[config.mk]
export PLATFORM = sky130hd
export DESIGN_NAME = rs485_dir_ctrl
export DESIGN_NICKNAME = d
export VERILOG_FILES = /design/src/rtl/rs485_dir_ctrl.sv
export SDC_FILE = /design/constraint.sdc
export NUM_CORES = 1
export LEC_CHECK = 0
export BUFFER_PORTS_ARGS = -buffer_cell sky130_fd_sc_hd__buf_4
export CAP_MARGIN = 5
export CORE_AREA = 2 2 39 41
export CTS_BUF_LIST = sky130_fd_sc_hd__clkbuf_16
export DETAILED_ROUTE_END_ITERATION = 8
export DIE_AREA = 0 0 41 43
export GPL_ROUTABILITY_DRIVEN = 1
export HOLD_SLACK_MARGIN = 0.12
export PLACE_DENSITY = 0.52
export SLEW_MARGIN = 20
export SYNTH_ARGS = -nofsm -noshare
export SYNTH_HDL_FRONTEND = slang
export SYNTH_SLANG_ARGS = --single-unit
[constraint.sdc]
create_clock -name clk -period 1.27 [get_ports clk]
set_clock_uncertainty 0.1 [all_clocks]
set_input_delay 0.3175 -clock clk [delete_from_list [all_inputs] [get_ports clk]]
set_output_delay 0.3175 -clock clk [all_outputs]
set_load 0.02 [all_outputs]
[src/rtl/rs485_dir_ctrl.sv]
module rs485_dir_ctrl #(
  parameter int TICKS_PER_BIT = 16
) (
  input  logic clk,
  input  logic rst_n,
  input  logic auto_en,
  input  logic dir_inv,
  input  logic fifo_wr,
  input  logic fifo_empty,
  input  logic tsr_busy,
  input  logic stop_done,
  input  logic tick16,
  output logic dir_out,
  output logic tx_irq
);

  localparam int CW = $clog2(TICKS_PER_BIT + 1);
  localparam logic [CW-1:0] LAST = CW'(TICKS_PER_BIT - 1);

  logic          drive_q;
  logic          hold_q;
  logic [CW-1:0] cnt_q;
  logic          irq_q;

  wire last_tick = hold_q && tick16 && (cnt_q == LAST);
  wire irq_set   = fifo_empty && (!auto_en || !tsr_busy);

  always_ff @(posedge clk or negedge rst_n) begin
    if (!rst_n) begin
      drive_q <= 1'b0;
      hold_q  <= 1'b0;
      cnt_q   <= '0;
    end else if (!auto_en) begin
      drive_q <= 1'b0;
      hold_q  <= 1'b0;
      cnt_q   <= '0;
    end else if (fifo_wr) begin
      drive_q <= 1'b1;
      hold_q  <= 1'b0;
      cnt_q   <= '0;
    end else if (stop_done && fifo_empty) begin
      hold_q  <= 1'b1;
      cnt_q   <= '0;
    end else if (last_tick) begin
      drive_q <= 1'b0;
      hold_q  <= 1'b0;
      cnt_q   <= '0;
    end else if (hold_q && tick16) begin
      cnt_q   <= cnt_q + 1'b1;
    end
  end

  always_ff @(posedge clk or negedge rst_n) begin
    if (!rst_n)       irq_q <= 1'b0;
    else if (fifo_wr) irq_q <= 1'b0;
    else if (irq_set) irq_q <= 1'b1;
  end

  assign dir_out = drive_q ? dir_inv : ~dir_inv;
  assign tx_irq  = irq_q;

  p_release_on_tick_r1: assert property (@(posedge clk) disable iff (!rst_n)
    ($fell(drive_q) && $past(auto_en)) |-> $past(hold_q && tick16));

  p_write_drives_r2: assert property (@(posedge clk) disable iff (!rst_n)
    (auto_en && fifo_wr) |=> (dir_out == dir_inv));

  p_write_cancels_r3: assert property (@(posedge clk) disable iff (!rst_n)
    (auto_en && fifo_wr) |=> (!hold_q && cnt_q == '0));

  p_no_midburst_release_r4: assert property (@(posedge clk) disable iff (!rst_n)
    (auto_en && stop_done && !fifo_empty && !fifo_wr && !hold_q) |=> !hold_q);

  p_irq_waits_shifter_r5: assert property (@(posedge clk) disable iff (!rst_n)
    ($rose(tx_irq) && $past(auto_en)) |-> $past(fifo_empty && !tsr_busy));

  p_write_clears_irq_r7: assert property (@(posedge clk) disable iff (!rst_n)
    fifo_wr |=> !tx_irq);

  p_disabled_receive_r10: assert property (@(posedge clk) disable iff (!rst_n)
    !auto_en |=> (dir_out == ~dir_inv));

endmodule

-- Word level (Yosys, flattened, before mapping)
Index checks and enable logic that the tools add are counted.
- add/subtract/negate cells: 1
- multipliers: 0
- divide/modulo/power cells: 0
- $lt $le $gt $ge: 0
- eq/ne operators: 5
- shift-type cells: 0
- mux-type cells: 15
- bitwise gates (word level): 1
- reduce and logical (&&, ||, !) cells: 9
- operator list (kind ; count):
    two-way mux 5 bit ; 5
    two-way mux 1 bit ; 10
    adder 5 x 1 -> 5 bit (second input constant) ; 1
    equality test 5 x 4 -> 1 bit (second input constant) ; 1
    inequality test 5 x 1 -> 1 bit (second input constant) ; 1
    logical AND 1 bit ; 4
    inequality test 4 x 1 -> 1 bit (second input constant) ; 1
    inequality test 3 x 1 -> 1 bit (second input constant) ; 1
    inequality test 3 bit (second input constant) ; 1
    logical NOT 1 bit ; 2
    AND reduction 2 bit ; 1
    nonzero test 2 bit ; 1
    logical OR 1 bit ; 1
    NOT 1 bit ; 1
- register bits: 8
- latch bits: 0
- bits in writable memories: 0
- bits in read-only memories: 0
- memories kept: 0

-- Longest topological paths before layout
- word-level depth: 6
- gate-level depth with buffers: 4
- gate-level depth less buffers: 4

-- Worst setup path after synthesis
OpenSTA, ideal clock, no wires.
- path type: register -> register
- from: register cnt_q[0]
- to: register drive_q
- library setup time: 119 ps
- arrival: 1148 ps
- required time: 1051 ps
- path slack: -96 ps
- cell stages (with the launch flop): 5
- buffers on the path: 0
- period minus slack after synthesis: 1366 ps
- cells stage by stage: dfrtp_1 > ha_1 > nand4b_4 > o31a_1 > o21a_1
- longest elaborated chain between the ends: 4
- RTL lines (what ; RTL line ; RTL):
    start: declaration ; 22 ; logic [CW-1:0] cnt_q;
    start signal: assignment ; 49 ; cnt_q <= cnt_q + 1'b1;
    equality test 5 x 4 -> 1 bit ; 25 ; wire last_tick = hold_q && tick16 && (cnt_q == LAST);
    logical AND 1 bit ; 25 ;
    inequality test 3 x 1 -> 1 bit (no source line) ; - ;
    AND reduction 2 bit (no source line) ; - ;
    end signal: assignment ; 30 ; drive_q <= 1'b0;
    end signal: assignment ; 34 ; drive_q <= 1'b0;
    end signal: assignment ; 38 ; drive_q <= 1'b1;
    end: declaration ; 20 ; logic drive_q;
No other way between the ends.
A chain may end at the register's enable or synchronous reset.

-- Final worst setup path
- from: register drive_q
- to: output port dir_out
- longest elaborated chain between the ends: 1
- RTL lines (what ; RTL line ; RTL):
    two-way mux 1 bit ; 59 ; assign dir_out = drive_q ? dir_inv : ~dir_inv;
    end: declaration ; 13 ; output logic dir_out,
No other way between the ends.

==> out/metrics.cfg <==
[min_path]
hold_path.class = input port to register
hold_depth = 2
hold_start = fifo_wr
hold_path_end = tx_irq

[clock_tree]
cts_tree = built
numCtsBuffers = 3
cts_setup_buffers = 0
h-tree-depth = 1
clock_latency_ps = 230
cts-root-buf = clkbuf_16
cts_num_sinks = 8
clk_pin_slew_worst_paths_ps = 40
ctsLongestPathBuffers = 2

[drt]
via_count = 362
drc = 0
dr.pass1.iters = 4
drt-total-wl_um = 910
final_antenna_net_count = 0
drtIter0Drc = 4
vias_per_cell = 4.763
wl_per_cell_um = 11.97

[synth]
synthDominantCellAreaShare_pct = 48.93
syn_inst = 41
syn_avg_cell_area_um2 = 9.979
ys_top_cells_by_area = dfrtp_1, nand2_1, nand4b_4
yosysUniqueCellTypes = 20
synth_top_area_cell = dfrtp_1
syn_area_um2 = 409.1
ys_warn_count = 0
syn-num-nets = 51
synth_seq_cells = 8
ys_seq_area_share_pct = 48.93

[run_status]
violations = setup timing
status = finished with violations

[timing]
fin_crit_sh_pct = 104.9
fin_ws_ps = -62.04
whs_ps = 149.8
tightest_slew_ps = 250.1
post-route-min-period_ps = 1332
fmax_mhz = 750.7
finalSetupTns_ps = -66.60
grt_setup_unrepaired = true
slew_headroom_pct = 83.32
finalSetupViolCount = 2
hold_viol_final = 0
final_max_slew_viol_count = 0

[pwr]
cellPowerDensity_mw_per_mm2 = 1357
peakVddDrop_v = 0.0007524
leakage_uw = 0.0003230

[placement]
port_buffers = 10
gp_congestion = 0.7600
dp_slack_ps = -13.13
place_inst = 72
placed_area_um2 = 544.3
dpl.hpwl_um = 695.5

[final_layout]
nNetsFinal = 72
n_antenna_cell = 0
area_growth_pct = 56.88
final_cell_area_um2 = 641.9
final_cells = 76
drive_above_1_share_pct = 38.33

[setup_path]
reg2reg_slack_ps = 0
crit_path_end_kind = output pin
worst-path-max-fanout = 2
r2r_cells = 4
arrival_ps = 910
critical_path_required_ps = 850
rr_startpoint = cnt_q[1]
setup.worst_path.class = register to output pin
timing.rr.end = drive_q
cp-start-kind = register

[grt]
grt_pass1_vias = 365
grt_pass1_wl_mm = 1.587
grt_use_total_pct = 14.49
antenna_found_initial = 0
grt_overflow = 0
grt_max_degree = 9

[floorplanning]
pin_count = 11
rows = 14
fp.dieH_um = 43
start_util_pct = 29.57
core_mm2 = 0.001384
die_area_mm2 = 0.001763
die_w_um = 41

[run]
max_cap_viol_count = 0

-- report_power, final --
| group | switching (µW) | internal (µW) | leakage, µW |
|---|---|---|---|
| sequential | 4.38 | 262 | 0.000109 |
| combinational | 33.5 | 37.2 | 0.000177 |
| clock | 127 | 406 | 0.0000370 |
| total | 165 | 706 | 0.000323 |
-- metrics by stage --
stage | util, % | power [µW]
after floorplan | - | 295.8
after global placement | 39.33 | 338.0
after detailed placement | 39.33 | 337.7
after CTS | 45.48 | 881.2
after global routing | 46.38 | 901.9
final | 46.38 | 870.8
-- worst max-delay path, cell delays in order (launching register included) --
cell and delay, ps:
dfrtp_1 390, xnor2_1 140, buf_4 160
-- cells in the final DEF, fill, tap and decap left out --
| cell type | netlist | final |
|---|---|---|
| a21oi_1 | 4 | 3 |
| a21oi_2 | 0 | 1 |
| a311oi_2 | 0 | 1 |
| a41oi_1 | 1 | 1 |
| and2_0 | 1 | 1 |
| and2_4 | 0 | 1 |
| buf_4 | 0 | 15 |
| clkbuf_16 | 0 | 3 |
| dfrtp_1 | 8 | 8 |
| dlygate4sd3_1 | 0 | 1 |
| ha_2 | 0 | 1 |
| inv_1 | 1 | 1 |
| nand2_1 | 7 | 7 |
| nand2b_1 | 2 | 2 |
| nand3_1 | 3 | 3 |
| nand3b_1 | 1 | 1 |
| nand4b_4 | 1 | 1 |
| nor2_1 | 3 | 3 |
| nor3b_1 | 1 | 1 |
| o21a_1 | 1 | 1 |
| o21ai_0 | 1 | 1 |
| o31a_1 | 1 | 1 |
| xnor2_1 | 1 | 1 |
| xor2_1 | 1 | 1 |
-- Yosys cell counts --
library cell  n
a311oi_1      1
nand3b_1      1
dfrtp_1       8
nand4b_4      1
nand2b_1      2
and2_0        1
a21oi_1       4
inv_1         1
o21a_1        1
o21ai_0       1
nand3_1       3
a41oi_1       1
xnor2_1       1
ha_1          1
nor3b_1       1
and2_1        1
o31a_1        1
nor2_1        3
nand2_1       7
xor2_1        1
-- how the worst max path moves through the flow --
stage	start	to	slack (ps)	cells past startpoint
global placement	cnt_q[1]	drive_q	6	4
floorplan	cnt_q[0]	drive_q	-30	4
detailed placement	cnt_q[0]	drive_q	-10	4
finish	drive_q	dir_out	-60	2
global route	drive_q	dir_out	-90	2
CTS	drive_q	dir_out	-70	2
-- layer usage --
layer,vias to the layer above,track usage (%),part of all wire [%],wire length (µm)
li1,185,-,-,-
met1,160,18.54,47,428
met2,13,16.88,41,372
met3,4,6.283,6.9,63
met4,0,14.00,5.1,46
met5,-,0,0,0
-- timing repair --
| item | CTS | global route |
|---|---|---|
| pin swaps | 1 | 0 |
| hold endpoints to repair | 8 | 0 |
| setup endpoints to repair | 2 | 4 |
| hold buffers | 1 | 0 |
| gates resized for setup | 0 | 3 |
-- registers in the layout, summed over array words and instances, names as in the netlist --
register,flops
cnt_q,5
tx_irq,1
hold_q,1
drive_q,1
-- cell type report --
cell class,instances,area [µm²]
clock buffers,3,75.07
multi-input cells,32,220.2
well taps,16,20.02
repair buffers,16,122.6
inverters,1,3.754
fillers,134,742.0
flip-flops and latches,8,200.2
-- cell families (layout without fill, tap and decap cells) --
kind of cell,Yosys count,count (layout),synth area share (%)
fa+ha+maj,1,1,3.058
simple gates,20,20,28.44
flops,8,8,48.93
xor+xnor,2,2,4.282
buf+inv,1,20,0.9166
compound gates,9,9,14.37
Power figures use the tool's default switching activity.
